File: src/rtl/ovl_pkg.sv
// Package: constants and helper types shared by the overlay pager.
// Assumes a 16-bit address bus and a fixed list of six trap addresses.
package ovl_pkg;
    localparam int N_TRAPS = 6;
    localparam logic [15:0] TRAP_ADDRS [N_TRAPS] = '{
        16'h0000, 16'h0008, 16'h0038, 16'h0066, 16'h04C2, 16'h0562
    };

    // Chip select bundle driven toward the memories.
    typedef struct packed {
        logic main_rom;
        logic ovl_rom;
        logic ovl_ram;
    } cs_t;

    // True when the address is one of the trap addresses.
    function automatic logic is_trap_addr(input logic [15:0] a);
        logic hit;
        hit = 1'b0;
        for (int i = 0; i < N_TRAPS; i++) begin
            if (a == TRAP_ADDRS[i]) hit = 1'b1;
        end
        return hit;
    endfunction
endpackage

File: src/rtl/ovl_trap_decode.sv
// Module: address decoder for trap entries and the overlay exit range.
// Purely combinational. It assumes the caller qualifies the hits with
// an opcode-fetch phase.
module ovl_trap_decode
    import ovl_pkg::*;
#(
    parameter int ADDR_W    = 16,
    parameter int EXIT_LSB  = 3,
    parameter logic [ADDR_W-1:0] EXIT_BASE = 16'h1FF8
) (
    input  logic [ADDR_W-1:0] addr,
    output logic              trap_hit,
    output logic              exit_hit
);
    logic [N_TRAPS-1:0] match_vec;

    // One comparator per trap address.
    for (genvar g = 0; g < N_TRAPS; g++) begin : g_trap_cmp
        assign match_vec[g] = (addr == TRAP_ADDRS[g][ADDR_W-1:0]);
    end

    // Combine the comparators and decode the exit window.
    always_comb begin
        trap_hit = |match_vec;
        exit_hit = (addr[ADDR_W-1:EXIT_LSB] == EXIT_BASE[ADDR_W-1:EXIT_LSB]);
    end
endmodule

File: src/rtl/ovl_ctrl_reg.sv
// Module: write-only control register holding the RAM page and the force bit.
// Assumes the I/O port decode is done outside and arrives as io_wr.
module ovl_ctrl_reg #(
    parameter int DATA_W    = 8,
    parameter int BANK_W    = 4,
    parameter int FORCE_BIT = 7
) (
    input  logic              clk,
    input  logic              rst_n,
    input  logic              io_wr,
    input  logic [DATA_W-1:0] io_data,
    output logic [BANK_W-1:0] bank_q,
    output logic              force_q
);
    // Load the page number and the force bit on an I/O write.
    always_ff @(posedge clk) begin
        if (!rst_n) begin
            bank_q  <= '0;
            force_q <= 1'b0;
        end else if (io_wr) begin
            bank_q  <= io_data[BANK_W-1:0];
            force_q <= io_data[FORCE_BIT];
        end
    end
endmodule

File: src/rtl/ovl_map_state.sv
// Module: overlay mapping state with refresh-phase deferral.
// A fetch records a pending map or unmap request. The next refresh phase
// applies it. A later fetch before any refresh replaces the request.
module ovl_map_state (
    input  logic clk,
    input  logic rst_n,
    input  logic fetch_cyc,
    input  logic rfsh_cyc,
    input  logic trap_hit,
    input  logic exit_hit,
    input  logic force_on,
    output logic ovl_on
);
    logic active_q;
    logic pend_map_q;
    logic pend_unmap_q;

    // Capture requests on fetch phases and clear them on refresh phases.
    always_ff @(posedge clk) begin
        if (!rst_n) begin
            pend_map_q   <= 1'b0;
            pend_unmap_q <= 1'b0;
        end else if (fetch_cyc) begin
            pend_map_q   <= trap_hit;
            pend_unmap_q <= exit_hit && ovl_on;
        end else if (rfsh_cyc) begin
            pend_map_q   <= 1'b0;
            pend_unmap_q <= 1'b0;
        end
    end

    // Apply a pending request in the refresh phase of its fetch.
    always_ff @(posedge clk) begin
        if (!rst_n) begin
            active_q <= 1'b0;
        end else if (rfsh_cyc) begin
            if (pend_map_q) begin
                active_q <= 1'b1;
            end else if (pend_unmap_q && !force_on) begin
                active_q <= 1'b0;
            end
        end
    end

    // The force bit maps the overlay regardless of trap state.
    always_comb ovl_on = active_q || force_on;
endmodule

File: src/rtl/ovl_select.sv
// Module: chip select decode for the low 16 KB region.
// Assumes the low region is the bottom quarter of the address space,
// split into a ROM half and a RAM half.
module ovl_select
    import ovl_pkg::*;
#(
    parameter int ADDR_W = 16
) (
    input  logic [ADDR_W-1:0] addr,
    input  logic              mem_cyc,
    input  logic              ovl_on,
    output cs_t               cs
);
    localparam int SPLIT_BIT = ADDR_W - 3;

    logic low_region;

    // Route the low region to the main ROM or to the overlay.
    always_comb begin
        low_region  = (addr[ADDR_W-1:ADDR_W-2] == 2'b00) && mem_cyc;
        cs.main_rom = low_region && !ovl_on;
        cs.ovl_rom  = low_region && ovl_on && !addr[SPLIT_BIT];
        cs.ovl_ram  = low_region && ovl_on &&  addr[SPLIT_BIT];
    end
endmodule

File: src/rtl/trap_overlay_pager.sv
// Module: top level of the trap-driven overlay paging controller.
// It ties the decoder, control register, mapping state and select decode
// together. Assumes one bus phase per clock with active-high strobes.
module trap_overlay_pager
    import ovl_pkg::*;
#(
    parameter int ADDR_W = 16,
    parameter int DATA_W = 8,
    parameter int BANK_W = 4
) (
    input  logic              clk,
    input  logic              rst_n,
    input  logic [ADDR_W-1:0] addr,
    input  logic              fetch,
    input  logic              mreq,
    input  logic              rd,
    input  logic              rfsh,
    input  logic              io_wr,
    input  logic [DATA_W-1:0] io_data,
    output logic              main_rom_cs,
    output logic              ovl_rom_cs,
    output logic              ovl_ram_cs,
    output logic [BANK_W-1:0] ram_bank
);
    logic fetch_cyc;
    logic rfsh_cyc;
    logic mem_cyc;
    logic trap_hit;
    logic exit_hit;
    logic force_on;
    logic ovl_on;
    cs_t  cs;

    // Classify the current bus phase.
    always_comb begin
        fetch_cyc = fetch && mreq && rd && !rfsh;
        rfsh_cyc  = rfsh && mreq;
        mem_cyc   = mreq && !rfsh;
    end

    ovl_trap_decode #(.ADDR_W(ADDR_W)) i_decode (
        .addr     (addr),
        .trap_hit (trap_hit),
        .exit_hit (exit_hit)
    );

    ovl_ctrl_reg #(.DATA_W(DATA_W), .BANK_W(BANK_W)) i_ctrl (
        .clk     (clk),
        .rst_n   (rst_n),
        .io_wr   (io_wr),
        .io_data (io_data),
        .bank_q  (ram_bank),
        .force_q (force_on)
    );

    ovl_map_state i_state (
        .clk       (clk),
        .rst_n     (rst_n),
        .fetch_cyc (fetch_cyc),
        .rfsh_cyc  (rfsh_cyc),
        .trap_hit  (trap_hit),
        .exit_hit  (exit_hit),
        .force_on  (force_on),
        .ovl_on    (ovl_on)
    );

    ovl_select #(.ADDR_W(ADDR_W)) i_select (
        .addr    (addr),
        .mem_cyc (mem_cyc),
        .ovl_on  (ovl_on),
        .cs      (cs)
    );

    // Drive the select outputs from the decoded bundle.
    always_comb begin
        main_rom_cs = cs.main_rom;
        ovl_rom_cs  = cs.ovl_rom;
        ovl_ram_cs  = cs.ovl_ram;
    end
endmodule

File: config.mk
export PLATFORM = sky130hd
export DESIGN_NAME = trap_overlay_pager
export DESIGN_NICKNAME = d
export VERILOG_FILES = /design/src/rtl/ovl_pkg.sv /design/src/rtl/ovl_trap_decode.sv /design/src/rtl/ovl_ctrl_reg.sv /design/src/rtl/ovl_map_state.sv /design/src/rtl/ovl_select.sv /design/src/rtl/trap_overlay_pager.sv
export SDC_FILE = /design/constraint.sdc
export NUM_CORES = 1
export LEC_CHECK = 0
export ABC_AREA = 1
export BUFFER_PORTS_ARGS = -buffer_cell sky130_fd_sc_hd__buf_2
export CAP_MARGIN = 20
export CORE_MARGIN = 3
export CORE_UTILIZATION = 39
export CTS_CLUSTER_DIAMETER = 150
export DETAILED_ROUTE_END_ITERATION = 8
export PLACE_DENSITY = 0.76
export SETUP_SLACK_MARGIN = 0.15
export SYNTH_ARGS = -nofsm -noshare
export SYNTH_HDL_FRONTEND = slang
export SYNTH_SLANG_ARGS = --single-unit
File: constraint.sdc
create_clock -name clk -period 1 [get_ports clk]
set_input_delay 0.2 -clock clk [delete_from_list [all_inputs] [get_ports clk]]
set_output_delay 0.2 -clock clk [all_outputs]
set_load 0.01 [all_outputs]
==> out/metrics.cfg <==
[placed_design]
place_hpwl_um=1200
place_ws_ps=-77.2
io_buffers=34
gp_congestion=0.740

[job]
drv_cap=0

[logic_synthesis]
ys_types=16
yosysMostFrequentCell=nor2_1
synth_top_cell_by_area=dfxtp_1
syn-num-nets=126
avgSynthCellArea_um2=5.86
ys_top_cells_by_area=dfxtp_1, nor2_1, nand2_1
syn_area_um2=557
ys_ff_latch=8
synthCells=95
synth_edf_count=0
ys_top_cells_by_count=nor2_1, nand2_1, inv_1
synth_top_area_share_pct=28.8
ys.flop_type=dfxtp_1
yosys_warnings=0
async_flop_share_pct=0
synth-seq-area-share_pct=28.8

[outcome]
status=finished, violations left
violations=setup timing

[detailed_routing]
initialDrtViolationCount=15
num_vias=696
ant_nets=0
dr.pass1.iters=4
routed_wl_um=1440
drt-wirelength-per-cell_um=9.70
avgViaCountPerCell=4.70
drc=0

[critical_path]
arrival_ps=1120
critPathTopFamily=simple AND/OR/NAND/NOR gates
cp-start-kind=flop
cp.required_ps=800
slowest_delay_ps=310
cp_max_fo=3
cp_slowest_cell=dfxtp_2
r2r_slack_ps=-60
endpoint_kind=output port
crit_type=flop to output port
cp_num_buf_inv=1
cp_cell_sequence=or2_4, nand4_1, nor2_1, buf_2

[clock_network]
insertion_delay_ps=260
max-clock-path-buffers=2
cts_made_buffers=3
htreeDepth=1
tritoncts=built
root_buffer=clkbuf_4
clock_sinks=8
postCtsHoldBufs=0
clk_pin_slew_ps=50

[timing]
slew_headroom_pct=85.9
fin_crit_sh_pct=132
worstMarginPinSlew_ps=209
fin_worst_skew_ps=0.106
max_freq_ghz=0.757
finalSetupViolations=4
hold_viol=0
slew_viol_final=0
layout_min_cycle_time_ps=1320
holdWs_ps=163
final.setup.tns_ps=-945
rsz0062_at_grt=true
setup_ws_ps=-322

[floorplanning]
num_rows=12
die_w_um=43.8
die_h_um=43.8
dieArea_mm2=0.00192
coreArea_mm2=0.00122
ios=38
initial_core_util_pct=45.8

[grt]
first_global_vias=644
grt-ovfl-total=0
antenna_found_initial=0
grt_max_degree=7
grt_first_pass_wirelength_um=2460
groute.usage.overall_pct=17.3

[layout]
fin_nets=167
insertedDiodeCount=0
drive_above_1_share_pct=40.3
area_growth_pct=50.6

[power_and_ir_drop]
powerDensity_mw_per_mm2=943
p_leak_nw=0.431
irDropWorstVdd_mv=0.702
power_mw=0.791

[worst_hold_path]
hold_class=primary input to flop

layout make-up:
cell class | count | area, um^2
flip-flops and latches | 8 | 168
multi-input cells | 72 | 358
fillers | 112 | 378
well taps | 14 | 17.5
repair buffers | 36 | 216
inverters | 15 | 56.3
clock buffers | 3 | 22.5
path summary, 6_finish.rpt:
path,from,to,cells past startpoint
worst max-delay path,i_ctrl.force_q$_SDFFE_PN0P_,ovl_rom_cs,4
worst min register to register,i_state.active_q$_SDFFE_PN0P_,i_state.active_q$_SDFFE_PN0P_,2
worst max register to register,i_state.active_q$_SDFFE_PN0P_,i_state.pend_unmap_q$_SDFFE_PN0P_,5
worst min-delay path,io_data[1],i_ctrl.bank_q[1]$_SDFFE_PN0P_,3
layout by cell type, fill, tap and decap left out, types with 2 or more instances in the layout:
master    synthesis  final
o21ai_0           6      6
dfxtp_2           0      6
inv_1            14     14
buf_4             0      2
nand2_1          19     19
a21oi_1           2      2
nor2_1           22     22
nor2_2            3      2
nor2_4            1      2
dfxtp_1           8      2
nand3b_1          4      4
buf_6             0      5
nand4_1           2      2
buf_2             0     29
clkbuf_4          0      3
nand3_1           7      7
routing by layer:
metal / global-route usage [%] / vias to the layer above / wire [um]
met3: 7.88 / 3 / 130
met1: 20.0 / 290 / 626
met4: 7.23 / 0 / 18
met2: 27.3 / 25 / 660
li1: - / 378 / -
met5: 0 / - / 0
tightest hold or removal path: stages:
cell	delay, ps
buf_2	80
nor2_1	30
nor2_1	80
registers in the layout, indices dropped and copies added (netlist names):
| signal | flops |
|---|---|
| i_state.active_q | 1 |
| i_ctrl.force_q | 1 |
| i_state.pend_unmap_q | 1 |
| i_state.pend_map_q | 1 |
| i_ctrl.bank_q | 4 |
logic make-up after synthesis:
family	share of synthesized area, %
buf+inv	10.1
simple gates	51.0
flops	28.8
compound gates	10.1
repair_timing:
item / 4_1_cts / 5_1_grt
resized for setup: 9 / 4
gates cloned: 0 / 0
buffers inserted: 1 / 0
pin swaps: 1 / 4
setup endpoints to repair: 9 / 10
stage by stage:
step,area [um^2],instances,util (%)
after floorplan,563,95,-
after global placement,758,144,62.3
after detailed placement,758,144,62.3
after CTS,820,148,67.4
after global routing,838,148,68.9
final,838,148,68.9
report_power, final:
part	internal [mW]	leakage, nW	switching, mW
sequential	0.336	0.0677	0.00838
clock	0.138	0.0138	0.114
combinational	0.0970	0.350	0.0980
total	0.571	0.431	0.220
No activity file was read; power rests on OpenSTA's default activity.
